===== config.mk =====
export PLATFORM = sky130hd
export DESIGN_NAME = ssram_access_ctrl
export DESIGN_NICKNAME = d
export VERILOG_FILES = /design/src/rtl/ssram_ctrl_pkg.sv /design/src/rtl/ssram_cmd_decode.sv /design/src/rtl/ssram_access_seq.sv /design/src/rtl/ssram_lane_array.sv /design/src/rtl/ssram_out_stage.sv /design/src/rtl/ssram_access_ctrl.sv
export SDC_FILE = /design/constraint.sdc
export NUM_CORES = 2
export LEC_CHECK = 0
export BUFFER_PORTS_ARGS = -buffer_cell sky130_fd_sc_hd__buf_2
export CAP_MARGIN = 20
export CORE_MARGIN = 2
export CORE_UTILIZATION = 40
export CTS_CLUSTER_SIZE = 24
export DETAILED_ROUTE_END_ITERATION = 8
export GPL_ROUTABILITY_DRIVEN = 0
export GPL_TIMING_DRIVEN = 0
export PLACE_DENSITY_LB_ADDON = 0.15
export SYNTH_ARGS = -nofsm -noshare
export SYNTH_HDL_FRONTEND = slang
export SYNTH_SLANG_ARGS = --single-unit

===== constraint.sdc =====
create_clock -name clk -period 6.9 [get_ports clk]
set_clock_uncertainty 0.15 [all_clocks]
set_input_delay 1.38 -clock clk [delete_from_list [all_inputs] [get_ports clk]]
set_output_delay 1.38 -clock clk [all_outputs]
set_load 0.05 [all_outputs]

===== src/rtl/ssram_ctrl_pkg.sv =====
package ssram_ctrl_pkg;
  // Per-edge command decoded from strobes and chip enables
  typedef enum logic [1:0] {
    CMD_HOLD    = 2'd0,  // no qualified strobe: continue or stay idle
    CMD_DESEL   = 2'd1,  // strobe with device not selected
    CMD_START_P = 2'd2,  // processor strobe start
    CMD_START_C = 2'd3   // controller strobe start
  } cmd_e;
endpackage


===== src/rtl/ssram_cmd_decode.sv =====
module ssram_cmd_decode
  import ssram_ctrl_pkg::*;
#(
  parameter int LANES = 4
) (
  input  logic             chip_en1_n,
  input  logic             chip_en2,
  input  logic             chip_en3_n,
  input  logic             cpu_strb_n,
  input  logic             ctl_strb_n,
  input  logic             all_wr_n,
  input  logic             byte_wr_n,
  input  logic [LANES-1:0] lane_sel_n,
  output cmd_e             cmd,
  output logic [LANES-1:0] wr_mask,
  output logic             rd_ok
);
  logic selected;
  logic p_go;
  logic c_go;

  assign selected = !chip_en1_n && chip_en2 && !chip_en3_n;
  assign p_go     = !cpu_strb_n && !chip_en1_n;  // processor strobe needs enable 1
  assign c_go     = !ctl_strb_n;

  always_comb begin
    if (p_go || c_go) begin
      if (!selected)  cmd = CMD_DESEL;
      else if (p_go)  cmd = CMD_START_P;
      else            cmd = CMD_START_C;
    end else begin
      cmd = CMD_HOLD;
    end
  end

  always_comb begin
    if (!all_wr_n)       wr_mask = '1;
    else if (!byte_wr_n) wr_mask = ~lane_sel_n;
    else                 wr_mask = '0;
  end

  assign rd_ok = all_wr_n && byte_wr_n;
endmodule


===== src/rtl/ssram_access_seq.sv =====
module ssram_access_seq
  import ssram_ctrl_pkg::*;
#(
  parameter int ADDR_W = 6,
  parameter int LANES  = 4
) (
  input  logic              clk,
  input  logic              rst,
  input  cmd_e              cmd,
  input  logic [LANES-1:0]  wr_mask,
  input  logic              rd_ok,
  input  logic [ADDR_W-1:0] addr,
  output logic [LANES-1:0]  mem_we,
  output logic [ADDR_W-1:0] mem_waddr,
  output logic [ADDR_W-1:0] mem_raddr,
  output logic              rd_pend,
  output logic              wr_now,
  output logic              out_clr
);
  logic              active_q;
  logic [ADDR_W-1:0] addr_q;
  logic              active_d;
  logic [ADDR_W-1:0] addr_d;
  logic              rd_pend_d;

  always_comb begin
    mem_we    = '0;
    mem_waddr = addr_q;
    active_d  = active_q;
    addr_d    = addr_q;
    rd_pend_d = 1'b0;
    out_clr   = 1'b0;
    unique case (cmd)
      CMD_START_P: begin
        active_d  = 1'b1;
        addr_d    = addr;
        rd_pend_d = 1'b1;           // write inputs ignored at this edge
      end
      CMD_START_C: begin
        active_d  = 1'b1;
        addr_d    = addr;
        mem_we    = wr_mask;
        mem_waddr = addr;
        rd_pend_d = rd_ok;
      end
      CMD_DESEL: begin
        active_d  = 1'b0;
        out_clr   = 1'b1;
      end
      default: begin
        if (active_q) begin
          mem_we    = wr_mask;
          rd_pend_d = rd_ok;
        end
      end
    endcase
  end

  assign wr_now    = |mem_we;
  assign mem_raddr = addr_q;

  always_ff @(posedge clk) begin
    if (rst) begin
      active_q <= 1'b0;
      addr_q   <= '0;
      rd_pend  <= 1'b0;
    end else begin
      active_q <= active_d;
      addr_q   <= addr_d;
      rd_pend  <= rd_pend_d;
    end
  end
endmodule


===== src/rtl/ssram_lane_array.sv =====
module ssram_lane_array #(
  parameter int ADDR_W = 6,
  parameter int LANE_W = 9,
  parameter int LANES  = 4
) (
  input  logic                    clk,
  input  logic [LANES-1:0]        we,
  input  logic [ADDR_W-1:0]       waddr,
  input  logic [LANES*LANE_W-1:0] wdata,
  input  logic                    rd_en,
  input  logic [ADDR_W-1:0]       raddr,
  output logic [LANES*LANE_W-1:0] rdata
);
  localparam int DEPTH = 1 << ADDR_W;

  for (genvar g = 0; g < LANES; g++) begin : g_lane
    logic [LANE_W-1:0] mem [DEPTH];
    logic [LANE_W-1:0] rd_q;

    always_ff @(posedge clk) begin
      if (we[g]) mem[waddr] <= wdata[g*LANE_W +: LANE_W];
    end

    // read-first output register
    always_ff @(posedge clk) begin
      if (rd_en) rd_q <= mem[raddr];
    end

    assign rdata[g*LANE_W +: LANE_W] = rd_q;
  end
endmodule


===== src/rtl/ssram_out_stage.sv =====
module ssram_out_stage (
  input  logic clk,
  input  logic rst,
  input  logic out_clr,
  input  logic rd_pend,
  input  logic wr_now,
  input  logic out_en_n,
  output logic dq_drive
);
  logic valid_q;

  always_ff @(posedge clk) begin
    if (rst || out_clr) valid_q <= 1'b0;
    else                valid_q <= rd_pend && !wr_now;
  end

  assign dq_drive = valid_q && !out_en_n;
endmodule


===== src/rtl/ssram_access_ctrl.sv =====
module ssram_access_ctrl
  import ssram_ctrl_pkg::*;
#(
  parameter int ADDR_W = 6,
  parameter int LANE_W = 9,
  parameter int LANES  = 4,
  localparam int DATA_W = LANE_W * LANES
) (
  input  logic              clk,
  input  logic              rst,
  input  logic              chip_en1_n,
  input  logic              chip_en2,
  input  logic              chip_en3_n,
  input  logic              cpu_strb_n,
  input  logic              ctl_strb_n,
  input  logic              all_wr_n,
  input  logic              byte_wr_n,
  input  logic [LANES-1:0]  lane_sel_n,
  input  logic              out_en_n,
  input  logic [ADDR_W-1:0] addr,
  input  logic [DATA_W-1:0] wdata,
  output logic [DATA_W-1:0] rdata,
  output logic              dq_drive
);
  cmd_e              cmd;
  logic [LANES-1:0]  wr_mask;
  logic              rd_ok;
  logic [LANES-1:0]  mem_we;
  logic [ADDR_W-1:0] mem_waddr;
  logic [ADDR_W-1:0] mem_raddr;
  logic              rd_pend;
  logic              wr_now;
  logic              out_clr;

  ssram_cmd_decode #(.LANES(LANES)) u_dec (
    .chip_en1_n (chip_en1_n),
    .chip_en2   (chip_en2),
    .chip_en3_n (chip_en3_n),
    .cpu_strb_n (cpu_strb_n),
    .ctl_strb_n (ctl_strb_n),
    .all_wr_n   (all_wr_n),
    .byte_wr_n  (byte_wr_n),
    .lane_sel_n (lane_sel_n),
    .cmd        (cmd),
    .wr_mask    (wr_mask),
    .rd_ok      (rd_ok)
  );

  ssram_access_seq #(.ADDR_W(ADDR_W), .LANES(LANES)) u_seq (
    .clk       (clk),
    .rst       (rst),
    .cmd       (cmd),
    .wr_mask   (wr_mask),
    .rd_ok     (rd_ok),
    .addr      (addr),
    .mem_we    (mem_we),
    .mem_waddr (mem_waddr),
    .mem_raddr (mem_raddr),
    .rd_pend   (rd_pend),
    .wr_now    (wr_now),
    .out_clr   (out_clr)
  );

  ssram_lane_array #(.ADDR_W(ADDR_W), .LANE_W(LANE_W), .LANES(LANES)) u_arr (
    .clk   (clk),
    .we    (mem_we),
    .waddr (mem_waddr),
    .wdata (wdata),
    .rd_en (rd_pend),
    .raddr (mem_raddr),
    .rdata (rdata)
  );

  ssram_out_stage u_out (
    .clk      (clk),
    .rst      (rst),
    .out_clr  (out_clr),
    .rd_pend  (rd_pend),
    .wr_now   (wr_now),
    .out_en_n (out_en_n),
    .dq_drive (dq_drive)
  );
endmodule


==> run_results.csv <==
group,metric,value,unit
status,status,"finished clean",
clocking,tritoncts,"yes",
synth,synth_compound_area_frac,0.0299,
run,drv_cap,0,
power,ir_drop,0.000302,V
setup_path,critPathMaxFanout,10,
setup_path,reg2reg_depth,9,
floorplan,coreArea,225000,um^2
sta,slew_headroom,0.146,
worst_hold_path,hold_class,"reg2reg",
layout,final_core_util,0.476,
clocking,numCtsBuffers,233,
layout,area_growth,18.3,%
synth,ys_warn_count,0,
floorplan,die_w,480,um
synth,syn-num-nets,4270,
clocking,post_cts_resize_count,0,
place,dp.final_hpwl,237000,um
layout,multiInputGateArea,19900,um^2
floorplan,io_pins,93,
synth,synth-simple-area-share,0.0260,
layout,final_common_cell,"edfxtp_1",
global_routing,first_global_vias,48801,
clocking,htreeDepth,4,
worst_hold_path,hold_path_depth,2,
sta,report.final.slew_viol_count,0,
global_routing,overflow,0,
synth,muxShareOfSynthArea,0.152,
synth,synth_top_family_by_area,"multiplexers",
sta,tns,0,ns
synth,ys_seq_elements,2349,
power,power,29.8,mW
synth,avgSynthCellArea,21.5,um^2
floorplan,rows,174,
layout,ff_latch_area,70500,um^2
setup_path,critPathLaunchType,"flip-flop",
global_routing,antenna_found_initial,28,
power,p_leak,32.5,nW
routing,final_antenna_net_count,0,
synth,synth_xor_area_frac,0,
clocking,clockBufferDepth,3,
clocking,path_clk_slew,0.06,ns
synth,synth_edf_count,2340,
routing,routedWlPerCell,42.2,um
sta,fin_crit_sh,0.772,
clocking,insertion_delay,0.91,ns
synth,synthAdderAreaFrac,0,
layout,final_nets,4889,
setup_path,end_kind,"flip-flop",
sta,worstMarginPinSlew,1.28,ns
global_routing,grt_first_pass_wirelength,446000,um
setup_path,cp_data_required_time,7.27,ns
routing,drc_errors,0,
routing,dr.pass1.iters,9,
layout,layout_common_cells,"edfxtp_1, mux4_2, clkbuf_16",
clocking,postCtsHoldBufs,0,
setup_path,path_class,"reg2reg",
clocking,cts_sinks,2349,
clocking,post_cts_buffers,0,
synth,synth_top_flop_cell,"edfxtp_1",
synth,ys_types,59,
place,place.port_buffers,89,
layout,drive_gt1_frac,0.340,
sta,setup_viol,0,
synth,netlist_instances,4214,
floorplan,initial_core_util,0.403,
floorplan,die_area,230000,um^2
routing,drtIter0Drc,8399,
power,p_per_area,278,nW/um^2
synth,async_flop_share,0,
sta,min_period,5.33,ns
global_routing,grt_max_degree,65,
routing,wl,340000,um
global_routing,track_usage,0.292,
synth,yosysSeqAreaShare,0.777,
routing,vias_per_cell,6.32,
setup_path,critical_path_arrival,5.69,ns
routing,vias,50819,
sta,hold_viol,0,
sta,max_freq,188,MHz
floorplan,die_h,480,um
layout,fillerInstances,18577,
synth,synth_area,90600,um^2
sta,grt_setup_unrepaired,"no",
clocking,cts_root_buffer,"clkbuf_16",
==> final timing paths <==
kind / from / to / slack (ns)
min: u_seq.active_q / u_seq.active_q / 0.40
max: u_seq.mem_raddr[0] / u_arr.g_lane[3].mem[3][5] / 1.57
min reg2reg: u_seq.active_q / u_seq.active_q / 0.40
max reg2reg: u_seq.mem_raddr[0] / u_arr.g_lane[3].mem[3][5] / 1.57
==> report_power, final <==
part / internal (mW) / switching, mW / leakage, nW
logic: 0.303 / 0.852 / 7.64
registers: 15.7 / 0.00303 / 21.1
clock network: 7.25 / 5.68 / 3.74
==> stage by stage <==
step / hold slack (ns) / instances / worst slack (ns) / area, um^2
detailed placement: 0.387 / 7553 / 1.34 / 99000
CTS: 0.397 / 7992 / 1.63 / 107000
finish: 0.399 / 8045 / 1.57 / 107000
global placement: 0.367 / 7295 / 0.435 / 94800
global route: 0.423 / 8031 / 1.66 / 107000
floorplan: 0.339 / 4214 / 2.87 / 90600
==> registers in the layout, summed over array words and instances, names as in the netlist <==
register	flops
u_arr.g_lane.mem	2304
u_seq.rd_pend	1
u_seq.mem_raddr	6
u_seq.active_q	1
u_arr.g_lane.rd_q	36
u_out.valid_q	1
==> critical path: stages (launching register included) <==
cell,delay (ns)
dfxtp_1,0.31
buf_4,0.19
buf_4,0.42
buf_4,0.49
buf_6,0.33
buf_2,0.58
nand2_1,0.13
mux2i_2,0.29
nand3_1,0.76
nor2_1,1.23
==> Yosys cell counts, types with 5 or more instances <==
cell type	number	area, um^2
or2_2	6	37.5
nor2_1	102	383
mux2i_1	148	1480
o22a_1	12	105
a22oi_1	31	233
and2_1	8	50.1
a2111oi_0	5	43.8
buf_2	126	631
nand2b_1	18	113
edfxtp_1	2340	70300
buf_1	20	75.1
buf_4	22	165
a211oi_1	8	60.1
nand3_1	6	30.0
nor4_1	29	181
mux4_2	507	11400
nor3_1	200	1000
o221ai_1	33	289
o211ai_1	17	128
a221oi_1	28	245
o21ai_0	10	50.1
clkbuf_1	109	409
buf_6	7	78.8
a311oi_1	7	61.3
a2bb2oi_1	10	87.6
o22ai_1	135	845
nor2b_1	23	144
a221o_1	16	160
a21oi_1	49	245
nand2_1	51	191
dfxtp_1	9	180
a31oi_1	6	37.5
mux2_2	69	777
==> area by class of cell <==
cell class	count	area share
sequential	2349	0.657
clock buffer	274	0.0568
inverter	2	0.0000700
multi-input combinational	1579	0.185
timing repair buffer	384	0.0381
tap	2992	0.0349
buffer	284	0.0130
clock inverter	165	0.0148
antenna	16	0.000373
==> metal layers <==
metal | up-vias | wire length (um) | global-route usage
li1 | 19162 | - | -
met1 | 27426 | 131000 | 0.396
met2 | 3506 | 152000 | 0.437
met3 | 713 | 37100 | 0.0803
met4 | 12 | 19100 | 0.144
met5 | - | 219 | 0.00373
==> kinds of logic after synthesis <==
| logic type | Yosys count |
|---|---|
| compound gates | 381 |
| simple gates | 470 |
| flops | 2349 |
| mux | 728 |
| buf+inv | 286 |
Note: power is estimated with default switching activity, not from simulation.
